<file path="src/rtl/gpt_pkg.sv">
package gpt_pkg;

    localparam logic [7:0] OFS_SRST_CMD = 8'h10;
    localparam logic [7:0] OFS_RST_STAT = 8'h14;
    localparam logic [7:0] OFS_ISTAT    = 8'h18;
    localparam logic [7:0] OFS_IEN      = 8'h1C;
    localparam logic [7:0] OFS_CTRL     = 8'h24;
    localparam logic [7:0] OFS_COUNT    = 8'h28;
    localparam logic [7:0] OFS_RELOAD   = 8'h2C;
    localparam logic [7:0] OFS_MATCH    = 8'h38;

    localparam int NUM_FLAGS = 3;
    localparam int FLAG_MATCH = 0;
    localparam int FLAG_OVF   = 1;
    localparam int FLAG_CAPT  = 2;

    localparam int SRST_CMD_BIT = 1;

    typedef enum logic [1:0] {
        ST_SRST = 2'd0,
        ST_STOP = 2'd1,
        ST_RUN  = 2'd2
    } gpt_state_e;

endpackage

</file>
<file path="src/rtl/gpt_prescaler.sv">
module gpt_prescaler #(
    parameter int PTV_W = 3
) (
    input  logic             clk,
    input  logic             rst_n,
    input  logic             run,
    input  logic             pre_en,
    input  logic [PTV_W-1:0] ptv,
    output logic             tick
);
    localparam int DIV_W = 1 << PTV_W;

    logic [DIV_W-1:0] div_q;
    logic [PTV_W:0]   shamt;
    logic [DIV_W:0]   span;
    logic [DIV_W-1:0] last;

    always_comb begin
        shamt = {1'b0, ptv} + {{PTV_W{1'b0}}, 1'b1};
        span  = ({{DIV_W{1'b0}}, 1'b1} << shamt) - {{DIV_W{1'b0}}, 1'b1};
        last  = span[DIV_W-1:0];
        tick  = run && (!pre_en || (div_q == last));
    end

    always_ff @(posedge clk or negedge rst_n) begin
        if (!rst_n)
            div_q <= '0;
        else if (!run || !pre_en || (div_q == last))
            div_q <= '0;
        else
            div_q <= div_q + 1'b1;
    end


    div_restart_chk: assert property (@(posedge clk) disable iff (!rst_n)
        $rose(run) |-> (div_q == '0));

endmodule

</file>
<file path="src/rtl/gpt_counter.sv">
module gpt_counter #(
    parameter int CNT_W = 32
) (
    input  logic             clk,
    input  logic             rst_n,
    input  logic             srst,
    input  logic             tick,
    input  logic             auto_rl,
    input  logic [CNT_W-1:0] reload,
    input  logic             wr_en,
    input  logic [CNT_W-1:0] wr_val,
    output logic [CNT_W-1:0] cnt,
    output logic             ovf_evt
);
    localparam logic [CNT_W-1:0] CNT_MAX = '1;

    logic [CNT_W-1:0] cnt_q;

    assign cnt     = cnt_q;
    assign ovf_evt = tick && (cnt_q == CNT_MAX) && !wr_en;

    always_ff @(posedge clk or negedge rst_n) begin
        if (!rst_n)
            cnt_q <= '0;
        else if (srst)
            cnt_q <= '0;
        else if (wr_en)
            cnt_q <= wr_val;
        else if (ovf_evt)
            cnt_q <= auto_rl ? reload : '0;
        else if (tick)
            cnt_q <= cnt_q + 1'b1;
    end


    reload_load_chk: assert property (@(posedge clk) disable iff (!rst_n)
        (tick && (cnt_q == CNT_MAX) && auto_rl && !wr_en && !srst) |=> (cnt_q == $past(reload)));


    oneshot_wrap_chk: assert property (@(posedge clk) disable iff (!rst_n)
        (tick && (cnt_q == CNT_MAX) && !auto_rl && !wr_en && !srst) |=> (cnt_q == '0));


    direct_write_chk: assert property (@(posedge clk) disable iff (!rst_n)
        (wr_en && !srst) |=> (cnt_q == $past(wr_val)));

endmodule

</file>
<file path="src/rtl/gpt_irq_stat.sv">
module gpt_irq_stat
    import gpt_pkg::*;
(
    input  logic                 clk,
    input  logic                 rst_n,
    input  logic                 srst,
    input  logic [NUM_FLAGS-1:0] set_evt,
    input  logic                 clr_en,
    input  logic [NUM_FLAGS-1:0] clr_mask,
    input  logic [NUM_FLAGS-1:0] en,
    output logic [NUM_FLAGS-1:0] stat,
    output logic                 irq
);
    logic [NUM_FLAGS-1:0] stat_q;
    logic [NUM_FLAGS-1:0] kill;

    assign kill = clr_en ? clr_mask : '0;
    assign stat = stat_q;
    assign irq  = |(stat_q & en);

    always_ff @(posedge clk or negedge rst_n) begin
        if (!rst_n)
            stat_q <= '0;
        else if (srst)
            stat_q <= '0;
        else
            stat_q <= (stat_q & ~kill) | set_evt;
    end


    ovf_sets_chk: assert property (@(posedge clk) disable iff (!rst_n)
        (set_evt[FLAG_OVF] && !srst) |=> stat_q[FLAG_OVF]);


    w1c_clear_chk: assert property (@(posedge clk) disable iff (!rst_n)
        (clr_en && clr_mask[FLAG_OVF] && !set_evt[FLAG_OVF]) |=> !stat_q[FLAG_OVF]);


    zero_keeps_chk: assert property (@(posedge clk) disable iff (!rst_n)
        (stat_q[FLAG_OVF] && !kill[FLAG_OVF] && !srst) |=> stat_q[FLAG_OVF]);

endmodule

</file>
<file path="src/rtl/gp_timer.sv">
module gp_timer
    import gpt_pkg::*;
#(
    parameter int CNT_W  = 32,
    parameter int PTV_W  = 3,
    parameter int ADDR_W = 8
) (
    input  logic              clk,
    input  logic              rst_n,
    input  logic              bus_sel,
    input  logic              bus_wr,
    input  logic [ADDR_W-1:0] bus_addr,
    input  logic [CNT_W-1:0]  bus_wdata,
    output logic [CNT_W-1:0]  bus_rdata,
    output logic              irq
);
    localparam int PTV_LO  = 2;
    localparam int PTV_HI  = PTV_LO + PTV_W - 1;
    localparam int PRE_POS = PTV_W + 2;
    localparam int CMP_POS = PTV_W + 3;
    localparam int CTRL_W  = PTV_W + 4;

    gpt_state_e state_q, state_d;

    logic                 ar_q, pre_q, cmp_q;
    logic [PTV_W-1:0]     ptv_q;
    logic [NUM_FLAGS-1:0] ien_q;
    logic [CNT_W-1:0]     reload_q, match_q;

    logic running, in_srst, rst_done;
    logic hit_srst, hit_rstat, hit_istat, hit_ien, hit_ctrl, hit_cnt, hit_rel, hit_match;
    logic wr_ok, srst_req;
    logic tick, ovf_evt, match_evt;
    logic [CNT_W-1:0]     cnt;
    logic [NUM_FLAGS-1:0] stat, set_evt;

    always_comb begin
        hit_srst  = (bus_addr == ADDR_W'(OFS_SRST_CMD));
        hit_rstat = (bus_addr == ADDR_W'(OFS_RST_STAT));
        hit_istat = (bus_addr == ADDR_W'(OFS_ISTAT));
        hit_ien   = (bus_addr == ADDR_W'(OFS_IEN));
        hit_ctrl  = (bus_addr == ADDR_W'(OFS_CTRL));
        hit_cnt   = (bus_addr == ADDR_W'(OFS_COUNT));
        hit_rel   = (bus_addr == ADDR_W'(OFS_RELOAD));
        hit_match = (bus_addr == ADDR_W'(OFS_MATCH));
    end

    // State register
    always_ff @(posedge clk or negedge rst_n) begin
        if (!rst_n)
            state_q <= ST_STOP;
        else
            state_q <= state_d;
    end

    // Next-state logic
    always_comb begin
        state_d = state_q;
        unique case (state_q)
            ST_SRST: state_d = ST_STOP;
            ST_STOP, ST_RUN: begin
                if (srst_req)
                    state_d = ST_SRST;
                else if (wr_ok && hit_ctrl)
                    state_d = bus_wdata[0] ? ST_RUN : ST_STOP;
                else if ((state_q == ST_RUN) && ovf_evt && !ar_q)
                    state_d = ST_STOP;
            end
            default: state_d = ST_STOP;
        endcase
    end

    // State-decoded outputs
    always_comb begin
        running  = (state_q == ST_RUN);
        in_srst  = (state_q == ST_SRST);
        rst_done = !in_srst;
        wr_ok    = bus_sel && bus_wr && !in_srst;
        srst_req = wr_ok && hit_srst && bus_wdata[SRST_CMD_BIT];
    end

    always_ff @(posedge clk or negedge rst_n) begin
        if (!rst_n) begin
            ar_q     <= 1'b0;
            pre_q    <= 1'b0;
            cmp_q    <= 1'b0;
            ptv_q    <= '0;
            ien_q    <= '0;
            reload_q <= '0;
            match_q  <= '0;
        end else if (in_srst) begin
            ar_q     <= 1'b0;
            pre_q    <= 1'b0;
            cmp_q    <= 1'b0;
            ptv_q    <= '0;
            ien_q    <= '0;
            reload_q <= '0;
            match_q  <= '0;
        end else if (wr_ok) begin
            if (hit_ctrl) begin
                ar_q  <= bus_wdata[1];
                ptv_q <= bus_wdata[PTV_HI:PTV_LO];
                pre_q <= bus_wdata[PRE_POS];
                cmp_q <= bus_wdata[CMP_POS];
            end
            if (hit_ien)   ien_q    <= bus_wdata[NUM_FLAGS-1:0];
            if (hit_rel)   reload_q <= bus_wdata;
            if (hit_match) match_q  <= bus_wdata;
        end
    end

    gpt_prescaler #(.PTV_W(PTV_W)) u_pre (
        .clk    (clk),
        .rst_n  (rst_n),
        .run    (running),
        .pre_en (pre_q),
        .ptv    (ptv_q),
        .tick   (tick)
    );

    gpt_counter #(.CNT_W(CNT_W)) u_cnt (
        .clk     (clk),
        .rst_n   (rst_n),
        .srst    (in_srst),
        .tick    (tick),
        .auto_rl (ar_q),
        .reload  (reload_q),
        .wr_en   (wr_ok && hit_cnt),
        .wr_val  (bus_wdata),
        .cnt     (cnt),
        .ovf_evt (ovf_evt)
    );

    assign match_evt = running && cmp_q && (cnt == match_q);
    assign set_evt   = {1'b0, ovf_evt, match_evt};

    gpt_irq_stat u_stat (
        .clk      (clk),
        .rst_n    (rst_n),
        .srst     (in_srst),
        .set_evt  (set_evt),
        .clr_en   (wr_ok && hit_istat),
        .clr_mask (bus_wdata[NUM_FLAGS-1:0]),
        .en       (ien_q),
        .stat     (stat),
        .irq      (irq)
    );

    always_comb begin
        bus_rdata = '0;
        if (bus_sel) begin
            if (hit_ctrl)
                bus_rdata[CTRL_W-1:0] = {cmp_q, pre_q, ptv_q, ar_q, running};
            else if (hit_cnt)
                bus_rdata = cnt;
            else if (hit_rel)
                bus_rdata = reload_q;
            else if (hit_match)
                bus_rdata = match_q;
            else if (hit_istat)
                bus_rdata[NUM_FLAGS-1:0] = stat;
            else if (hit_ien)
                bus_rdata[NUM_FLAGS-1:0] = ien_q;
            else if (hit_rstat)
                bus_rdata[0] = rst_done;
        end
    end


    srst_clears_chk: assert property (@(posedge clk) disable iff (!rst_n)
        in_srst |=> (state_q == ST_STOP && reload_q == '0 && match_q == '0 && ien_q == '0 && cnt == '0));


    oneshot_stop_chk: assert property (@(posedge clk) disable iff (!rst_n)
        (running && ovf_evt && !ar_q && !(wr_ok && (hit_ctrl || hit_srst))) |=> (state_q == ST_STOP));


    start_chk: assert property (@(posedge clk) disable iff (!rst_n)
        (wr_ok && hit_ctrl && bus_wdata[0]) |=> (state_q == ST_RUN));


    cmp_gate_chk: assert property (@(posedge clk) disable iff (!rst_n)
        (!cmp_q && !stat[FLAG_MATCH] && !in_srst) |=> !stat[FLAG_MATCH]);

endmodule

</file>
<file path="config.mk">
export PLATFORM = sky130hd
export DESIGN_NAME = gp_timer
export DESIGN_NICKNAME = d
export VERILOG_FILES = /design/src/rtl/gpt_pkg.sv /design/src/rtl/gpt_prescaler.sv /design/src/rtl/gpt_counter.sv /design/src/rtl/gpt_irq_stat.sv /design/src/rtl/gp_timer.sv
export SDC_FILE = /design/constraint.sdc
export NUM_CORES = 1
export LEC_CHECK = 0
export BUFFER_PORTS_ARGS = -buffer_cell sky130_fd_sc_hd__buf_4
export CORE_ASPECT_RATIO = 0.7
export CORE_MARGIN = 5
export CORE_UTILIZATION = 50
export DETAILED_ROUTE_END_ITERATION = 6
export PLACE_DENSITY = 0.72
export REMOVE_ABC_BUFFERS = 1
export SYNTH_ARGS = -nofsm -noshare
export SYNTH_HDL_FRONTEND = slang
export SYNTH_SLANG_ARGS = --single-unit
</file>
<file path="constraint.sdc">
create_clock -name clk -period 3.6 [get_ports clk]
set_input_delay 0.72 -clock clk [delete_from_list [all_inputs] [get_ports clk]]
set_output_delay 0.72 -clock clk [all_outputs]
set_load 0.02 [all_outputs]
</file>
==> flow_metrics.py, run 1 <==
metrics = {
    "cts": {
        "cts_buffers": 17,
        "ctsHtreeMaxLevel": 4,
        "cts_hold_buf": 0,
        "clock_latency_ns": 0.43,
        "clkTransAtPathRegs_ns": 0.05,
        "cts-root-buf": "clkbuf_16",
        "cts_tree": "built",
        "post_cts_resized": 1,
        "clk_path_buf_depth": 2,
        "cts_setup_buffers": 0,
        "cts.sinks": 118,
    },
    "timing": {
        "hold_viol_final": 0,
        "drv_slew": 0,
        "skew_ns": 0.00782,
        "fin_crit_ns": 3.49,
        "rsz0062_at_grt": "no",
        "tightest_slew_ns": 0.845,
        "setup_violations": 0,
        "fin_crit_sh_pct": 96.9,
        "slew-limit-headroom_pct": 43.1,
        "max_clock_freq_ghz": 0.287,
        "worst_slack_ns": 0.111,
        "fin_worst_hold_slack_ns": 0.384,
    },
    "place": {
        "portBuffers": 76,
        "dp_cells": 1144,
        "place_ws_ns": -0.0347,
        "hpwl_mm": 17.2,
        "place_congestion": 0.990,
    },
    "drt": {
        "drcViolationCount": 10,
        "wl_mm": 25.4,
        "viasPerCell": 6.41,
        "ant_nets": 0,
        "drtIter0Drc": 1187,
        "wl_per_cell_um": 21.6,
        "first_pass_iters": 7,
        "vias": 7528,
    },
    "logic_synthesis": {
        "yosysWarnings": 0,
        "synth_xor_area_share_pct": 8.11,
        "async_flop_share_pct": 100,
        "synthFlopType": "dfrtp_1",
        "synth_adder_area_share_pct": 0.839,
        "syn_area_per_cell_um2": 8.21,
        "ys_types": 68,
        "netlist_area_um2": 7450,
        "synth_top_family_by_area": "simple AND/OR/NAND/NOR gates",
        "synth-edff-count": 0,
        "synth_top_area_cell": "dfrtp_1",
        "muxShareOfSynthArea_pct": 1.01,
        "synth-simple-area-share_pct": 25.0,
        "synthCells": 908,
        "synth.top_cell.area_share_pct": 39.3,
        "ys_top_cells_by_area": "dfrtp_1, nand2_1, a21oi_1",
        "synth_compound_area_share_pct": 19.9,
        "ys_ff_latch": 118,
        "ys_seq_area_share_pct": 39.6,
    },
    "setup_path": {
        "critPathTopFamily": "simple AND/OR/NAND/NOR gates",
        "cp-end-kind": "primary output",
        "crit_chain": "buf_4 -> or4b_1 -> nor4_4 -> nand2b_1 -> buf_4 -> nor2_1 -> buf_4",
        "critPathSlowestCell": "or4b_1",
        "startpoint_type": "input pin",
        "critical_path_peak_fanout": 15,
        "crit_arrival_ns": 2.77,
        "critical_path_buf_inv_count": 3,
        "worst-setup-path-type": "in2out",
        "cpPeakStageDelay_ns": 0.70,
        "required_ns": 2.88,
        "crit_top_cell": "buf_4",
    },
    "pwr": {
        "ir_worst_vdd_mv": 0.341,
        "p_leak_nw": 3.82,
        "power_density_nw_per_um2": 396,
    },
    "global_routing": {
        "grt_overflow_total": 0,
        "grt_max_degree": 63,
        "grt_pass1_wl_mm": 40.8,
        "met2_usage_pct": 40.9,
        "grt.total_usage_pct": 29.5,
        "use_met3_pct": 8.21,
        "grt_pass1_vias": 7267,
        "antenna_found_initial": 0,
        "top_usage_layer": "met1",
        "grt_util_met1_pct": 45.4,
    },
    "floorplan": {
        "die_h_um": 112,
        "die-area_um2": 17500,
        "coreArea_um2": 14700,
        "die_width_um": 156,
        "ioPinCount": 77,
        "row_count": 37,
        "initial_core_util_pct": 50.8,
    },
    "run_status": {
        "violations": "DRC",
        "outcome": "complete, but fails checks",
    },
    "layout": {
        "syn2layout_area_growth_pct": 19.7,
        "diodes": 0,
        "drive_gt1_share_pct": 18.1,
        "final-instance-count-excl-fill": 1175,
        "nFillCells": 1306,
        "nets": 1017,
        "seqCellArea_um2": 2950,
        "multi_input_area_um2": 4150,
    },
    "run": {
        "cap_violations": 0,
    },
    "min_path": {
        "hold_class": "in2async",
    },
}
==> synth_stat cells (2+ instances only) <==
cell type and instances:
nand2_1 195, dfrtp_1 117, a21oi_1 95, nor2_1 66, clkbuf_1 48, nand3_1 38, xnor2_1 36, xor2_1 33
a222oi_1 31, buf_2 24, nand4_1 17, inv_1 16, a31oi_1 15, nor3_1 13, nor4_1 13, or3_1 12
o211ai_1 10, a311oi_1 9, o21ai_0 9, and3_1 7, and2_1 6, and4_1 6, a21o_1 5, a22oi_1 5
ha_1 5, nor4_2 5, a211oi_1 4, a21boi_0 4, mux2_2 4, o31ai_1 4, a32o_1 3, buf_4 3
mux2i_1 3, nand2b_1 3, nor2b_1 3, a2bb2oi_1 2, a31o_2 2, a32oi_1 2, nand3b_1 2, o221ai_1 2
o31a_1 2, or2_2 2, or4b_1 2
==> per-layer routing <==
metal | vias up | part of all wire [%]
met5 | - | 0
met4 | 0 | 1.8
met3 | 46 | 13
met2 | 505 | 41
met1 | 3600 | 44
li1 | 3377 | -
==> worst paths after layout <==
check	startpoint	end	slack [ns]	depth (start not counted)
max	bus_addr[4]	bus_rdata[17]	0.11	7
min	rst_n	match_q[6]$_DFFE_PN0P_	0.38	1
max reg2reg	ptv_q[1]$_DFFE_PN0P_	u_cnt.cnt[13]$_DFFE_PN0P_	0.22	10
min reg2reg	reload_q[21]$_DFFE_PN0P_	reload_q[21]$_DFFE_PN0P_	0.55	2
max in group asynchronous	rst_n	state_q[0]$_DFFE_PN1P_	2.38	2
min in group clk	bus_wdata[30]	u_cnt.cnt[30]$_DFFE_PN0P_	0.54	3
==> final cells by class <==
type | instances | area share, %
Sequential cell | 118 | 33.1
Clock inverter | 13 | 1.50
Inverter | 16 | 0.673
Timing Repair Buffer | 119 | 10.6
Clock buffer | 18 | 4.92
Multi-Input combinational cell | 696 | 46.5
Tap cell | 195 | 2.74
==> flip-flops by register name, summed over array words and instances (netlist names) <==
| name | count |
|---|---|
| match_q | 32 |
| reload_q | 32 |
| u_cnt.cnt | 32 |
| u_pre.div_q | 8 |
| ien_q | 3 |
| ptv_q | 3 |
| u_stat.stat | 3 |
| state_q | 2 |
| ar_q | 1 |
| cmp_q | 1 |
| pre_q | 1 |
==> kinds of logic after synthesis <==
| family | Yosys count |
|---|---|
| flip-flops | 118 |
| AND/OR/NAND/NOR | 399 |
| buffers and inverters | 94 |
| XOR/XNOR | 69 |
| AO/OA/AOI/OAI | 215 |
| adder cells (fa/ha/maj) | 5 |
| multiplexers | 7 |
| other | 1 |
==> report_power, final <==
group / internal, W / switching, W / leakage, nW / total, W
sequential: 0.00138 / 0.0000719 / 1.64 / 0.00145
combinational: 0.000167 / 0.000245 / 1.92 / 0.000412
clock: 0.00102 / 0.000641 / 0.266 / 0.00167
==> metrics by stage <==
| stage | power, W | instance area, um^2 | TNS (ns) | util, % |
|---|---|---|---|---|
| 3_3_place_gp | 0.00186 | 8330 | -0.214 | 56.8 |
| 5_1_grt | 0.00364 | 8920 | 0 | 60.8 |
| 4_1_cts | 0.00353 | 8920 | 0 | 60.8 |
| 2_1_floorplan | 0.00166 | 7110 | -52.21 | - |
| 6_report | 0.00353 | 8920 | 0 | 60.8 |
| 3_5_place_dp | 0.00187 | 8330 | -0.434 | 56.8 |
==> layout by cell type, fill, tap and decap left out, types with 10 or more instances in the layout <==
cell / instances
xor2_1: 33
a222oi_1: 31
nor3_1: 11
a31oi_1: 15
inv_1: 16
a21oi_1: 94
or3_1: 12
clkbuf_16: 17
nand3_1: 38
o211ai_1: 10
nand4_1: 17
nor4_1: 13
dfrtp_1: 117
nand2_1: 195
xnor2_1: 36
nor2_1: 64
buf_4: 115
No activity file was read; power rests on OpenSTA's default activity.
==> run 2, diff against run 1 <==
--- a/config.mk
+++ b/config.mk
@@ -8,9 +8,10 @@
 export BUFFER_PORTS_ARGS = -buffer_cell sky130_fd_sc_hd__buf_4
 export CORE_ASPECT_RATIO = 0.7
 export CORE_MARGIN = 5
-export CORE_UTILIZATION = 50
+export CORE_UTILIZATION = 45
 export DETAILED_ROUTE_END_ITERATION = 6
-export PLACE_DENSITY = 0.72
+export PLACE_DENSITY = 0.67
+export RECOVER_POWER = 25
 export REMOVE_ABC_BUFFERS = 1
 export SYNTH_ARGS = -nofsm -noshare
 export SYNTH_HDL_FRONTEND = slang
==> flow_metrics.py, run 2 (synthesis gave the netlist of run 1 again) <==
metrics = {
    "run_status": {
        "outcome": "complete, but fails checks",
        "violations": "capacitance limit, slew limit",
    },
    "place": {
        "hpwl_mm": 17.7,
        "portBuffers": 76,
        "dp_cells": 1174,
        "place_ws_ns": 0.202,
        "place_congestion": 0.936,
    },
    "global_routing": {
        "antenna_found_initial": 0,
        "grt_pass1_wl_mm": 41.2,
        "grt_pass1_vias": 7116,
        "grt.total_usage_pct": 27.2,
        "grt_overflow_total": 0,
        "grt_max_degree": 61,
    },
    "cts": {
        "cts_setup_buffers": 0,
        "cts.sinks": 118,
        "cts_tree": "built",
        "cts_hold_buf": 0,
        "ctsHtreeMaxLevel": 4,
        "clkTransAtPathRegs_ns": 0.06,
        "post_cts_resized": 0,
        "clk_path_buf_depth": 2,
        "clock_latency_ns": 0.42,
        "cts-root-buf": "clkbuf_16",
        "cts_buffers": 17,
    },
    "drt": {
        "drcViolationCount": 0,
        "ant_nets": 0,
        "vias": 7474,
        "viasPerCell": 6.20,
        "first_pass_iters": 6,
        "wl_mm": 25.7,
        "drtIter0Drc": 1028,
        "wl_per_cell_um": 21.3,
    },
    "pwr": {
        "seqPwrFrac_pct": 40.5,
        "p_int_w": 0.00265,
        "clock_power_share_pct": 48.2,
        "p_sw_w": 0.000939,
        "ir_worst_vdd_mv": 0.236,
        "p_leak_nw": 3.83,
        "power_frac_comb_pct": 11.3,
        "power_density_nw_per_um2": 401,
        "swShare_pct": 26.2,
    },
    "timing": {
        "skew_ns": 0.00954,
        "fin_worst_hold_slack_ns": 0.541,
        "hold_viol_final": 0,
        "tightest_slew_ns": 2.21,
        "fin_crit_sh_pct": 95.8,
        "fin_crit_ns": 3.45,
        "drv_slew": 37,
        "slew-limit-headroom_pct": -47.7,
        "worst_slack_ns": 0.150,
        "rsz0062_at_grt": "no",
        "max_clock_freq_ghz": 0.290,
        "setup_violations": 0,
    },
    "floorplan": {
        "row_count": 39,
        "ioPinCount": 77,
        "die_width_um": 164,
        "initial_core_util_pct": 45.7,
        "die-area_um2": 19300,
        "die_h_um": 118,
        "coreArea_um2": 16300,
    },
    "setup_path": {
        "crit_arrival_ns": 2.73,
        "cp-end-kind": "primary output",
        "crit_chain": "buf_4 -> or4b_1 -> nor4_2 -> buf_4 -> a22oi_1 -> a31oi_1 -> buf_4",
        "critical_path_peak_fanout": 18,
        "worst-setup-path-type": "in2out",
        "rr_worst_depth": 11,
        "crit_top_cell": "buf_4",
        "critPathSlowestCell": "or4b_1",
        "cpPeakStageDelay_ns": 0.71,
        "startpoint_type": "input pin",
        "required_ns": 2.88,
    },
    "layout": {
        "diodes": 0,
        "drive_gt1_share_pct": 17.8,
        "final_common_cell": "nand2_1",
        "syn2layout_area_growth_pct": 20.2,
        "nets": 1017,
        "final-instance-count-excl-fill": 1206,
        "final_cell_mix": "nand2_1, dfrtp_1, buf_4, a21oi_1, nor2_1",
    },
    "min_path": {
        "min_path_cells": 3,
        "hold_class": "in2reg",
    },
    "run": {
        "cap_violations": 1,
    },
}
## run 2: cell count changes in the layout (fill, tap and decap cells not counted), sizes merged
| cell | previous run | this run |
|---|---|---|
| clkinv | 5 | 4 |
| clkinvlp | 6 | 2 |
| clkbuf | 18 | 26 |
| buf | 119 | 117 |
## run 2: power groups by stage
stage / combinational (W) / clock (W) / sequential [W]
CTS: 0.000403 / 0.00174 / 0.00145
detailed placement: 0.000400 / 0 / 0.00147
global route: 0.000446 / 0.00181 / 0.00146
floorplan: 0.000198 / 0 / 0.00147
finish: 0.000404 / 0.00173 / 0.00146
global placement: 0.000393 / 0 / 0.00148
## run 2: worst paths after layout
path,startpoint,end,slack (ns)
min,bus_wdata[30],u_cnt.cnt[30]$_DFFE_PN0P_,0.54
max reg2reg,ptv_q[1]$_DFFE_PN0P_,u_cnt.cnt[0]$_DFFE_PN0P_,0.25
min reg2reg,u_stat.stat[0]$_DFF_PN0_,u_stat.stat[0]$_DFF_PN0_,0.55
min in group asynchronous,rst_n,reload_q[12]$_DFFE_PN0P_,0.95
max in group asynchronous,rst_n,reload_q[24]$_DFFE_PN0P_,0.69
max,bus_addr[4],bus_rdata[2],0.15
## run 2: layout make-up
class                           instances  area [um^2]
Clock buffer                           24          502
Clock inverter                          8         95.1
Fill cell                            1570         7340
Inverter                               16         60.1
Multi-Input combinational cell        696         4140
Sequential cell                       118         2950
Tap cell                              225          282
Timing Repair Buffer                  119          927
## run 2: metrics by stage
step	utilization [%]	total power (W)	instance area [um^2]	TNS [ns]
6_report	55.0	0.00359	8960	0
5_1_grt	55.0	0.00372	8960	0
4_1_cts	55.1	0.00360	8970	0
3_5_place_dp	51.4	0.00188	8380	0
3_3_place_gp	51.4	0.00187	8380	0
2_1_floorplan	-	0.00166	7110	-52.21
## run 2: per-layer routing
metal	up-vias	global-route usage (%)	wire, um
met3	38	7.18	2830
met4	0	7.39	399
li1	3378	-	-
met1	3617	42.9	11900
met5	-	0	0
met2	441	36.1	10600
## run 2: critical path, delay by kind of cell
kind	cells	cell delay [ns]
buf+inv	3	0.59
compound gates	2	0.36
simple gates	2	1.05
==> run 3, diff against run 2 <==
==> constraint.sdc (replaced) <==
create_clock -name clk -period 3.6 [get_ports clk]
set_input_delay 0 -clock clk [delete_from_list [all_inputs] [get_ports clk]]
set_output_delay 0 -clock clk [all_outputs]
set_load 0.02 [all_outputs]
==> flow_metrics.py, run 3 (synthesis gave the netlist of run 1 again) <==
metrics = {
    "floorplan": {
        "coreArea_um2": 16300,
        "die_width_um": 164,
        "ioPinCount": 77,
        "die-area_um2": 19300,
        "initial_core_util_pct": 45.7,
        "row_count": 39,
        "die_h_um": 118,
    },
    "global_routing": {
        "grt_pass1_wl_mm": 41.0,
        "grt.total_usage_pct": 26.9,
        "grt_max_degree": 79,
        "grt_pass1_vias": 7083,
        "antenna_found_initial": 0,
        "grt_overflow_total": 0,
    },
    "drt": {
        "wl_per_cell_um": 20.7,
        "first_pass_iters": 7,
        "drcViolationCount": 0,
        "ant_nets": 0,
        "drtIter0Drc": 1281,
        "vias": 7427,
        "viasPerCell": 6.05,
        "wl_mm": 25.4,
    },
    "cts": {
        "cts-root-buf": "clkbuf_16",
        "post_cts_resized": 0,
        "clock_latency_ns": 0.42,
        "clkTransAtPathRegs_ns": 0.05,
        "ctsHtreeMaxLevel": 4,
        "cts_buffers": 17,
        "cts_tree": "built",
        "cts.sinks": 118,
        "clk_path_buf_depth": 2,
    },
    "pwr": {
        "power_density_nw_per_um2": 388,
        "ir_worst_vdd_mv": 0.255,
        "p_total_w": 0.00355,
        "p_leak_nw": 3.90,
    },
    "timing": {
        "skew_ns": 0.00682,
        "slew-limit-headroom_pct": -38.2,
        "tightest_slew_ns": 2.07,
        "rsz0062_at_grt": "no",
        "worst_slack_ns": 0.280,
        "max_clock_freq_ghz": 0.301,
        "fin_crit_ns": 3.32,
        "drv_slew": 79,
        "hold_viol_final": 0,
        "setup_violations": 0,
        "fin_crit_sh_pct": 92.2,
    },
    "layout": {
        "diodes": 0,
        "final_common_cell": "nand2_1",
        "nets": 1041,
        "syn2layout_area_growth_pct": 22.8,
        "drive_gt1_share_pct": 16.5,
        "final_util_pct": 56.2,
        "final_cell_mix": "nand2_1, dfrtp_1, buf_4, a21oi_1, nor2_1",
    },
    "place": {
        "place_congestion": 0.948,
        "hpwl_mm": 17.6,
        "place_ws_ns": 0.353,
        "portBuffers": 76,
    },
    "run": {
        "cap_violations": 1,
    },
    "min_path": {
        "hold_class": "in2reg",
    },
    "run_status": {
        "violations": "capacitance limit, slew limit",
        "outcome": "complete, but fails checks",
    },
    "setup_path": {
        "crit_arrival_ns": 3.58,
        "cp-end-kind": "flip-flop",
        "critical_path_peak_fanout": 19,
        "required_ns": 3.86,
        "worst-setup-path-type": "reg2reg",
        "startpoint_type": "flip-flop",
    },
}
-- run 3: final cells by class --
| type | count | area (um^2) |
|---|---|---|
| Sequential cell | 118 | 2950 |
| Multi-Input combinational cell | 696 | 4140 |
| Clock inverter | 9 | 103 |
| Inverter | 16 | 60.1 |
| Tap cell | 225 | 282 |
| Fill cell | 1516 | 7140 |
| Clock buffer | 21 | 470 |
| Timing Repair Buffer | 143 | 1150 |
-- run 3: timing repair --
item	CTS	global route
hold buffers	33	0
buffers inserted	0	0
endpoints found under the hold margin	183	0
-- run 3: power breakdown --
group	switching, W	total, W	internal [W]
combinational	0.000242	0.000425	0.000183
clock	0.000604	0.00166	0.00106
sequential	0.0000788	0.00146	0.00138
total	0.000925	0.00355	0.00262
-- run 3: worst max-delay path, stage by stage, from the launching register on --
cell and delay [ns]:
dfrtp_1 0.37, or3_1 0.37, ha_1 0.29, xor2_1 0.21
xnor2_1 0.17, a41oi_1 0.21, a2111oi_4 0.46, buf_4 0.32
a21oi_1 0.27, a311oi_1 0.38, nor4_1 0.10
-- run 3: through the flow --
step	setup TNS (ns)	std cells	area, um^2	hold slack (ns)
2_1_floorplan	-13.41	830	7110	-0.296
3_3_place_gp	0	1165	8260	0.239
3_5_place_dp	0	1165	8260	0.245
4_1_cts	0	1228	9160	0.0944
5_1_grt	0	1228	9160	0.146
6_report	0	1228	9160	0.126
-- run 3: path summary, 6_finish.rpt --
check	cells after the start	end	slack, ns	start
setup / recovery	10	u_cnt.cnt[6]$_DFFE_PN0P_	0.28	ptv_q[1]$_DFFE_PN0P_
hold / removal	4	state_q[0]$_DFFE_PN1P_	0.13	bus_wr
setup reg to reg	10	u_cnt.cnt[6]$_DFFE_PN0P_	0.28	ptv_q[1]$_DFFE_PN0P_
min in group asynchronous	2	match_q[12]$_DFFE_PN0P_	0.72	rst_n
hold reg to reg	2	u_stat.stat[0]$_DFF_PN0_	0.55	u_stat.stat[0]$_DFF_PN0_
max in group asynchronous	3	match_q[25]$_DFFE_PN0P_	1.61	rst_n
-- run 3: per-layer routing --
| metal | track usage [%] | wire length, um | up-vias |
|---|---|---|---|
| li1 | - | - | 3427 |
| met3 | 8.05 | 3010 | 22 |
| met4 | 4.98 | 289 | 0 |
| met5 | 0 | 0 | - |
| met2 | 36.2 | 10400 | 408 |
| met1 | 42.5 | 11800 | 3570 |
